[src/rtl/subacc_pkg.sv]
package subacc_pkg;

  localparam int WORD_W   = 32;
  localparam int ADDR_W   = 5;
  localparam int OPC_W    = 3;
  localparam int OPC_LSB  = 13;
  localparam int SLOT_W   = 3;

  // Slot numbers inside the eight-cycle window
  localparam logic [SLOT_W-1:0] SLOT_INC  = 3'd0;
  localparam logic [SLOT_W-1:0] SLOT_IRLD = 3'd2;
  localparam logic [SLOT_W-1:0] SLOT_EX1  = 3'd3;
  localparam logic [SLOT_W-1:0] SLOT_EX2  = 3'd4;

  typedef enum logic [OPC_W-1:0] {
    OPC_JIND = 3'd0,
    OPC_JREL = 3'd1,
    OPC_LNEG = 3'd2,
    OPC_STOR = 3'd3,
    OPC_SUBT = 3'd4,
    OPC_SUBA = 3'd5,
    OPC_SKNG = 3'd6,
    OPC_STOP = 3'd7
  } opc_e;

  typedef struct packed {
    logic jind;
    logic jrel;
    logic lneg;
    logic stor;
    logic subt;
    logic skng;
    logic stop;
  } dec_t;

endpackage

[src/rtl/subacc_seq.sv]
module subacc_seq
  import subacc_pkg::*;
#(
  parameter int SW = SLOT_W
) (
  input  logic          clk,
  input  logic          rst,
  input  logic          start,
  input  logic          halt_req,
  output logic          running,
  output logic          halted,
  output logic [SW-1:0] slot_q
);

  always_ff @(posedge clk) begin
    if (rst) begin
      running <= 1'b0;
      halted  <= 1'b0;
      slot_q  <= '0;
    end else if (!running) begin
      if (start) begin
        running <= 1'b1;
        halted  <= 1'b0;
        slot_q  <= '0;
      end
    end else if (halt_req) begin
      running <= 1'b0;
      halted  <= 1'b1;
      slot_q  <= '0;
    end else begin
      slot_q <= slot_q + 1'b1;
    end
  end

  // reset leaves the sequencer idle and not halted
  a_r1_reset_idle: assert property (@(posedge clk)
    rst |=> (!running && !halted && slot_q == '0));

  // a halted core never runs
  a_r9_halt_not_running: assert property (@(posedge clk) disable iff (rst)
    halted |-> !running);

endmodule

[src/rtl/subacc_decode.sv]
module subacc_decode
  import subacc_pkg::*;
(
  input  logic [OPC_W-1:0] opc,
  output dec_t             dec
);

  always_comb begin
    dec = '0;
    unique case (opc_e'(opc))
      OPC_JIND: dec.jind = 1'b1;
      OPC_JREL: dec.jrel = 1'b1;
      OPC_LNEG: dec.lneg = 1'b1;
      OPC_STOR: dec.stor = 1'b1;
      OPC_SUBT,
      OPC_SUBA: dec.subt = 1'b1;
      OPC_SKNG: dec.skng = 1'b1;
      OPC_STOP: dec.stop = 1'b1;
      default:  dec = '0;
    endcase
  end

endmodule

[src/rtl/subacc_alu.sv]
module subacc_alu #(
  parameter int W = 32
) (
  input  logic [W-1:0] lhs,
  input  logic [W-1:0] rhs,
  input  logic         negate,
  output logic [W-1:0] res
);

  // Negation is 0 - rhs; both wrap modulo 2^W
  assign res = (negate ? {W{1'b0}} : lhs) - rhs;

endmodule

[src/rtl/subacc_datapath.sv]
module subacc_datapath
  import subacc_pkg::*;
#(
  parameter int DW = WORD_W,
  parameter int AW = ADDR_W
) (
  input  logic          clk,
  input  logic          rst,
  input  logic          st_inc,
  input  logic          st_irld,
  input  logic          st_ex1,
  input  logic          st_ex2,
  input  logic          is_jind,
  input  logic          is_jrel,
  input  logic          is_lneg,
  input  logic          is_stor,
  input  logic          is_subt,
  input  logic          is_skng,
  input  logic [AW-1:0] opnd_addr,
  input  logic [DW-1:0] mem_rdata,
  output logic [AW-1:0] pc,
  output logic [DW-1:0] ir,
  output logic [DW-1:0] acc,
  output logic [AW-1:0] mem_addr,
  output logic [DW-1:0] mem_wdata,
  output logic          mem_we
);

  logic [DW-1:0] alu_res;
  logic          acc_neg;

  assign acc_neg = acc[DW-1];

  subacc_alu #(.W(DW)) u_alu (
    .lhs    (acc),
    .rhs    (mem_rdata),
    .negate (is_lneg),
    .res    (alu_res)
  );

  always_ff @(posedge clk) begin
    if (rst) begin
      pc <= '0;
    end else if (st_inc) begin
      pc <= pc + 1'b1;
    end else if (st_ex1 && is_skng && acc_neg) begin
      pc <= pc + 1'b1;
    end else if (st_ex2 && is_jind) begin
      pc <= mem_rdata[AW-1:0];
    end else if (st_ex2 && is_jrel) begin
      pc <= pc + mem_rdata[AW-1:0];
    end
  end

  always_ff @(posedge clk) begin
    if (rst) begin
      ir <= '0;
    end else if (st_irld) begin
      ir <= mem_rdata;
    end
  end

  always_ff @(posedge clk) begin
    if (rst) begin
      acc <= '0;
    end else if (st_ex2 && (is_lneg || is_subt)) begin
      acc <= alu_res;
    end
  end

  assign mem_addr  = (st_ex1 || st_ex2) ? opnd_addr : pc;
  assign mem_we    = st_ex1 && is_stor;
  assign mem_wdata = acc;

  // a write goes to the operand cell and carries the accumulator
  a_r5_write_target: assert property (@(posedge clk) disable iff (rst)
    mem_we |-> (mem_addr == ir[AW-1:0] && mem_wdata == acc));

  // the instruction register only changes on its capture slot
  a_r10_ir_hold: assert property (@(posedge clk) disable iff (rst)
    !st_irld |=> $stable(ir));

  // an indirect jump takes the cell value as the new counter
  a_r6_jump_target: assert property (@(posedge clk) disable iff (rst)
    (st_ex2 && is_jind) |=> pc == $past(mem_rdata[AW-1:0]));

  // a non-negative accumulator makes the skip a no-op
  a_r8_no_skip: assert property (@(posedge clk) disable iff (rst)
    (st_ex1 && is_skng && !acc_neg) |=> $stable(pc));

endmodule

[src/rtl/subacc_core.sv]
module subacc_core
  import subacc_pkg::*;
(
  input  logic                 clk,
  input  logic                 rst,
  input  logic                 start,
  output logic [ADDR_W-1:0]    mem_addr,
  output logic [WORD_W-1:0]    mem_wdata,
  output logic                 mem_we,
  input  logic [WORD_W-1:0]    mem_rdata,
  output logic                 halted,
  output logic [ADDR_W-1:0]    dbg_pc,
  output logic [WORD_W-1:0]    dbg_ir,
  output logic [WORD_W-1:0]    dbg_acc
);

  logic              running;
  logic [SLOT_W-1:0] slot_q;
  logic              st_inc, st_irld, st_ex1, st_ex2;
  dec_t              dec;
  logic [ADDR_W-1:0] pc;
  logic [WORD_W-1:0] ir, acc;

  assign st_inc  = running && (slot_q == SLOT_INC);
  assign st_irld = running && (slot_q == SLOT_IRLD);
  assign st_ex1  = running && (slot_q == SLOT_EX1);
  assign st_ex2  = running && (slot_q == SLOT_EX2);

  subacc_seq #(.SW(SLOT_W)) u_seq (
    .clk      (clk),
    .rst      (rst),
    .start    (start),
    .halt_req (st_ex1 && dec.stop),
    .running  (running),
    .halted   (halted),
    .slot_q   (slot_q)
  );

  subacc_decode u_dec (
    .opc (ir[OPC_LSB +: OPC_W]),
    .dec (dec)
  );

  subacc_datapath #(.DW(WORD_W), .AW(ADDR_W)) u_dp (
    .clk       (clk),
    .rst       (rst),
    .st_inc    (st_inc),
    .st_irld   (st_irld),
    .st_ex1    (st_ex1),
    .st_ex2    (st_ex2),
    .is_jind   (dec.jind),
    .is_jrel   (dec.jrel),
    .is_lneg   (dec.lneg),
    .is_stor   (dec.stor),
    .is_subt   (dec.subt),
    .is_skng   (dec.skng),
    .opnd_addr (ir[ADDR_W-1:0]),
    .mem_rdata (mem_rdata),
    .pc        (pc),
    .ir        (ir),
    .acc       (acc),
    .mem_addr  (mem_addr),
    .mem_wdata (mem_wdata),
    .mem_we    (mem_we)
  );

  assign dbg_pc  = pc;
  assign dbg_ir  = ir;
  assign dbg_acc = acc;

  // a halted core leaves memory untouched
  a_r9_quiet_halted: assert property (@(posedge clk) disable iff (rst)
    halted |-> !mem_we);

  // counter and accumulator freeze while halted
  a_r9_freeze: assert property (@(posedge clk) disable iff (rst)
    (halted && !start) |=> ($stable(dbg_pc) && $stable(dbg_acc)));

endmodule

[config.mk]
export PLATFORM = sky130hd
export DESIGN_NAME = subacc_core
export DESIGN_NICKNAME = d
export VERILOG_FILES = /design/src/rtl/subacc_pkg.sv /design/src/rtl/subacc_seq.sv /design/src/rtl/subacc_decode.sv /design/src/rtl/subacc_alu.sv /design/src/rtl/subacc_datapath.sv /design/src/rtl/subacc_core.sv
export SDC_FILE = /design/constraint.sdc
export NUM_CORES = 1
export LEC_CHECK = 0
export BUFFER_PORTS_ARGS = -buffer_cell sky130_fd_sc_hd__buf_4
export CORE_MARGIN = 10
export CORE_UTILIZATION = 45
export CTS_BUF_LIST = sky130_fd_sc_hd__clkbuf_2
export DETAILED_ROUTE_END_ITERATION = 16
export PLACE_DENSITY = 0.71
export SETUP_SLACK_MARGIN = 0.15
export SYNTH_ARGS = -nofsm -noshare
export SYNTH_HDL_FRONTEND = slang
export SYNTH_SLANG_ARGS = --single-unit
[constraint.sdc]
create_clock -name clk -period 4.2 [get_ports clk]
set_input_delay 0.21 -clock clk [delete_from_list [all_inputs] [get_ports clk]]
set_output_delay 0.21 -clock clk [all_outputs]
set_load 0.01 [all_outputs]
## Word level (Yosys, flattened, before mapping)

Index checks and enable logic that the tools add are counted.

- Add/sub/neg operators: 4
- Eq/ne operators: 11
- Muxes and demuxes: 22
- Reductions and logical operators: 19

Operators with widths:

| kind | number |
|---|---|
| 2-to-1 mux 32 bit | 1 |
| subtractor 32 bit | 1 |
| 2-to-1 mux 5 bit | 5 |
| equality test 3 bit, second input constant | 5 |
| 2-to-1 mux 1 bit | 13 |
| equality test 3 x 2 -> 1 bit, second input constant | 4 |
| logical AND 1 bit | 11 |
| 2-to-1 mux 3 bit | 3 |
| logical NOT 3 bit | 2 |
| adder 5 x 1 -> 5 bit, second input constant | 1 |
| adder 5 bit | 1 |
| nonzero test 4 bit | 1 |
| adder 3 x 1 -> 3 bit, second input constant | 1 |
| equality test 3 x 1 -> 1 bit, second input constant | 1 |
| logical OR 1 bit | 2 |
| != test 2 x 1 -> 1 bit, second input constant | 1 |
| AND reduction 2 bit | 1 |
| nonzero test 2 bit | 1 |
| OR reduction 2 bit | 1 |

- Flip-flop bits (word level): 74
- Bits of input ports: 35
- Output and inout bits: 108
- Word-level logic and storage cells: 62

## Depth between registers and ports, before layout

- Depth after elaboration: 7
- Gate-level depth with buffers: 14
- Gate-level depth less buffers: 13

## By module

A second synthesis with hierarchy kept.

- Cell total of the unflattened synthesis: 705
- Area total of the unflattened synthesis: 5,534.1 um2

Modules (own cells, without submodules):

| module | times used | cells each | area each (um2) |
|---|---|---|---|
| subacc_datapath | 1 | 350 | 3,060.4 |
| subacc_alu | 1 | 316 | 2,124.5 |
| subacc_seq | 1 | 25 | 231.5 |
| subacc_core | 1 | 7 | 61.3 |
| subacc_decode | 1 | 7 | 56.3 |

## Least setup slack after synthesis

OpenSTA, ideal clock, no wires.

- Kind: register -> register
- Start: register u_dp.ir[15]
- End: register u_dp.acc[24]
- Arrival: 2,902 ps
- Data required time: 4,121 ps
- Setup slack: 1,219 ps
- Stages on the path, launching flop included: 15
- Buffers on the path: 1
- Period minus slack after synthesis: 2,981 ps
- Cells stage by stage: dfxtp_1 > nor2_1 > nand2_1 > clkbuf_1 > nand2_1 > ha_1 > fa_1 > nor2b_1 > o21bai_1 > a21o_1 > o31ai_1 > and4_1 > o21ai_0 > and2_1 > o211ai_1

- Word-level cells in the longest chain between the ends: 5
- Elaborated cells between the ends (all ways): 10
- Classes of those cells: add/sub: 1; eq/ne: 3; mux: 3; reduce/logical: 3

Ends and longest elaborated chain:

| what | RTL line | text |
|---|---|---|
| start: declaration | subacc_datapath.sv:22 | `output logic [DW-1:0] ir,` |
| start signal: assignment | subacc_datapath.sv:59 | `ir <= mem_rdata;` |
| parallel branches: the longest is 5 deep, another holds subtractor 32 bit | - |  |
| end signal: assignment | subacc_datapath.sv:67 | `acc <= alu_res;` |
| end: declaration | subacc_datapath.sv:23 | `output logic [DW-1:0] acc,` |

Several ways; the timed one is not identified.
A chain may end at the register's enable or synchronous reset.

## Final worst setup path

- Start: register u_dp.ir[13]
- End: register u_dp.acc[24]

Same word-level chain as after synthesis.

==> impl_results.md <==
* Initial Util at 46.5%
* Fin crit period at 3.55 ns
* Period utilisation layout at 84.5%
* Mapped Cells at 726
* Total Routing Usage GR at 19.5%
* TNS Setup at 0 ns
* Crit path kind: register to register
* Status: completed
* First-pass GRT wire length at 26,800 µm
* Pre-CTS worst setup slack at 0.499 ns
* Largest cells by area after synthesis: dfxtp_1 (28%), ha_1 (10%), nand2_1 (9.0%)
* Hold Violations, Final at 0
* Crit path arrival time at 4.04 ns
* Die X at 129 µm
* Post-synth top area share at 27.5%
* Initial antenna violation count at 1
* Pwr per Cell Area at 186 mW/mm²
* Max Cap Viol at 0
* CP startpoint kind: register
* Yosys cell types at 59
* IO Port Bufs at 142
* Fraction of final layout cells sized beyond drive strength 1 at 21.2%
* Setup violators final at 0
* Critical Path End: u_dp.acc[24]$_SDFFE_PP0P_
* Die height at 129 µm
* RR Endpoint: u_dp.acc[24]$_SDFFE_PP0P_
* Combinational share of power at 15.8%
* Max Freq at 282 MHz
* Root buffer cell: clkbuf_2
* Final WL at 16,600 µm
* Worst hold margin at 0.213 ns
* Post-CTS Setup Bufs at 0
* Mapped cell area at 0.00538 mm²
* Rel. slew slack at 42.3%
* 1st-iter DRT viols at 338
* Grt ovf at 0
* CTS tree: built
* Via count at 5,456
* Synth async-reset ratio at 0%
* Worst ir drop on vdd at 105 µV
* Fillers at 1,070
* Total Nets Final at 931
* Wire per inst at 16.7 µm
* Seq/Total Area, Yosys at 27.5%
* Crit path from: u_dp.ir[13]$_SDFFE_PP0P_
* Synth Flop Type: dfxtp_1
* Int Power at 0.871 mW
* Avg Inst Size Synth at 7.41 µm²
* Die area at 0.0167 mm²
* Vias in the first global route at 5,377
* Number of synthesized flops with an enable pin at 0
* Final slew viol count at 0
* Worst-path clk slew at 0.21 ns
* Sw Pwr at 0.374 mW
* Yosys Warn Count at 0
* Max clock buf depth at 2
* R2R setup slack at 0.65 ns
* Part of the power in the clock network at 26.6%
* ANT nets after route at 0
* Worst setup margin at 0.650 ns
* RSZ-0062 raised after global routing: no
* Worst-Skew Late Latency at 0.55 ns
* Fin Clk Skew at 0.0241 ns
* Footprint of the multi-input gates at 0.00337 mm²
* R2r startpoint: u_dp.ir[13]$_SDFFE_PP0P_
* DRC viols at 0
* Clock Sink Count at 74
* WP data required at 4.69 ns
* Switch share at 30.1%
* Vias/cell at 5.47
* Syn Nets at 807
* Drt pass-1 iters at 5
* Lkg Pwr at 3.12 nW
* Worst Tran Pin Value at 0.865 ns
* Post-synth top area cell: dfxtp_1
* Worst Setup End Kind: register
* Top-level I/O count at 143
* Core ar. at 0.0116 mm²
* Crit path max fanout at 22
* # H-tree levels at 3
* Post-DP HPWL at 12,200 µm
* CTS buffer count at 9
* Min-delay worst type: input port to register
* Worst reg-to-reg path cell count at 13
* Area Overhead vs Synth at 24.4%
* Sequential Power Share at 57.6%
* GPL Wtd Cong at 0.947
* Reg area at 0.00148 mm²
* Largest net degree at the start of global routing at 73
* Row cnt at 39
* Synth Register Bits at 74
kinds of logic (layout without fill, tap and decap cells):
| kind of cell | Yosys count | in the layout | share of synthesized area [%] |
|---|---|---|---|
| buf+inv | 111 | 238 | 10.0 |
| mux | 6 | 6 | 1.23 |
| other cells | 0 | 1 | 0 |
| flops | 74 | 74 | 27.5 |
| xor+xnor | 24 | 24 | 3.91 |
| compound gates | 187 | 187 | 21.9 |
| fa+ha+maj | 46 | 46 | 11.0 |
| simple gates | 278 | 278 | 24.5 |
routing by layer:
layer  GRT usage (%)  vias to the layer above  share of wire (%)
met5               0                        -                  0
met2            33.5                      149                 48
met1            23.8                     2581                 44
met4            6.76                        0                1.8
li1                -                     2703                  -
met3            3.96                       23                5.8
worst max-delay path, stage by stage (launching register included):
cell and delay [ns]:
dfxtp_1 0.61, nor2_1 0.12, nand2_2 0.31, nand2_1 0.11
ha_1 0.22, fa_1 0.42, nor2b_1 0.18, o21bai_1 0.10
a21o_1 0.22, o31ai_1 0.44, and4_1 0.33, o21ai_0 0.13
and2_1 0.17, o211ai_1 0.15
layout make-up:
type,instances,share of cell area [%]
flip-flops and latches,74,22.1
inverters,45,2.52
clock buffers,10,0.747
well taps,143,2.67
multi-input cells,541,50.3
diodes,1,0.0374
repair buffers,179,21.3
clock inverters,4,0.318
synth_stat cells, types with 3 or more instances:
cell,count
nand2_1,129
a21oi_1,93
dfxtp_1,74
inv_1,45
ha_1,44
and2_1,35
nor2_1,35
buf_4,32
clkbuf_1,27
o21ai_0,21
nand3_1,19
a21o_1,16
xnor2_1,16
nor3_1,13
and3_1,10
xor2_1,8
nand4_1,7
a211o_1,6
a211oi_1,6
buf_1,6
or3_1,6
a31oi_1,5
mux2_2,5
o211ai_1,5
o21bai_1,5
nand2b_1,4
nor2b_1,3
o21a_1,3
o21ai_1,3
o21ai_2,3
o31a_1,3
o31ai_1,3
layout by cell type, fill, tap and decap left out, types with 13 or more instances in the layout:
cell / count
a21o_1: 16
dfxtp_1: 74
a21oi_1: 93
xnor2_1: 16
nand3_1: 19
dlygate4sd3_1: 33
o21ai_0: 21
buf_4: 146
inv_1: 45
ha_1: 44
nor3_1: 13
nand2_1: 128
nor2_1: 34
and2_1: 35
what timing repair did:
action	CTS	global route
endpoints found under the hold margin	39	0
gates resized for setup	0	1
endpoints found under the setup margin	0	2
hold buffers	33	0
how the worst min path moves through the flow:
| stage | depth (start not counted) | startpoint | end | slack [ns] |
|---|---|---|---|---|
| after floorplan | 2 | mem_rdata[10] | u_dp.ir[10]$_SDFFE_PP0P_ | 0.35 |
| final | 2 | rst | u_dp.ir[23]$_SDFFE_PP0P_ | 0.21 |
| after global routing | 2 | rst | u_seq.slot_q[1]$_SDFFE_PP0P_ | 0.21 |
| after detailed placement | 2 | u_dp.ir[12]$_SDFFE_PP0P_ | u_dp.ir[12]$_SDFFE_PP0P_ | 0.45 |
| after global placement | 2 | u_dp.ir[12]$_SDFFE_PP0P_ | u_dp.ir[12]$_SDFFE_PP0P_ | 0.44 |
| after CTS | 2 | rst | u_seq.slot_q[1]$_SDFFE_PP0P_ | 0.19 |
power groups by stage:
stage / combinational (mW) / clock, mW / sequential [mW]
detailed placement: 0.169 / 0 / 0.731
finish: 0.196 / 0.331 / 0.717
floorplan: 0.104 / 0 / 0.730
global route: 0.216 / 0.369 / 0.719
CTS: 0.195 / 0.347 / 0.717
global placement: 0.166 / 0 / 0.731
registers in the layout (all words and copies together) (netlist names):
signal / flops
u_dp.acc: 32
u_dp.ir: 32
u_dp.pc: 5
u_seq.slot_q: 3
u_seq.halted: 1
u_seq.running: 1
stage by stage:
stage	total power [mW]	instance area (µm²)	instances	util, %
2_1_floorplan	0.833	5380	726	-
3_3_place_gp	0.897	6290	949	54.4
5_1_grt	1.30	6700	997	57.9
3_5_place_dp	0.900	6290	949	54.4
4_1_cts	1.26	6690	996	57.9
6_report	1.24	6700	997	57.9
Power figures use the tool's default switching activity.
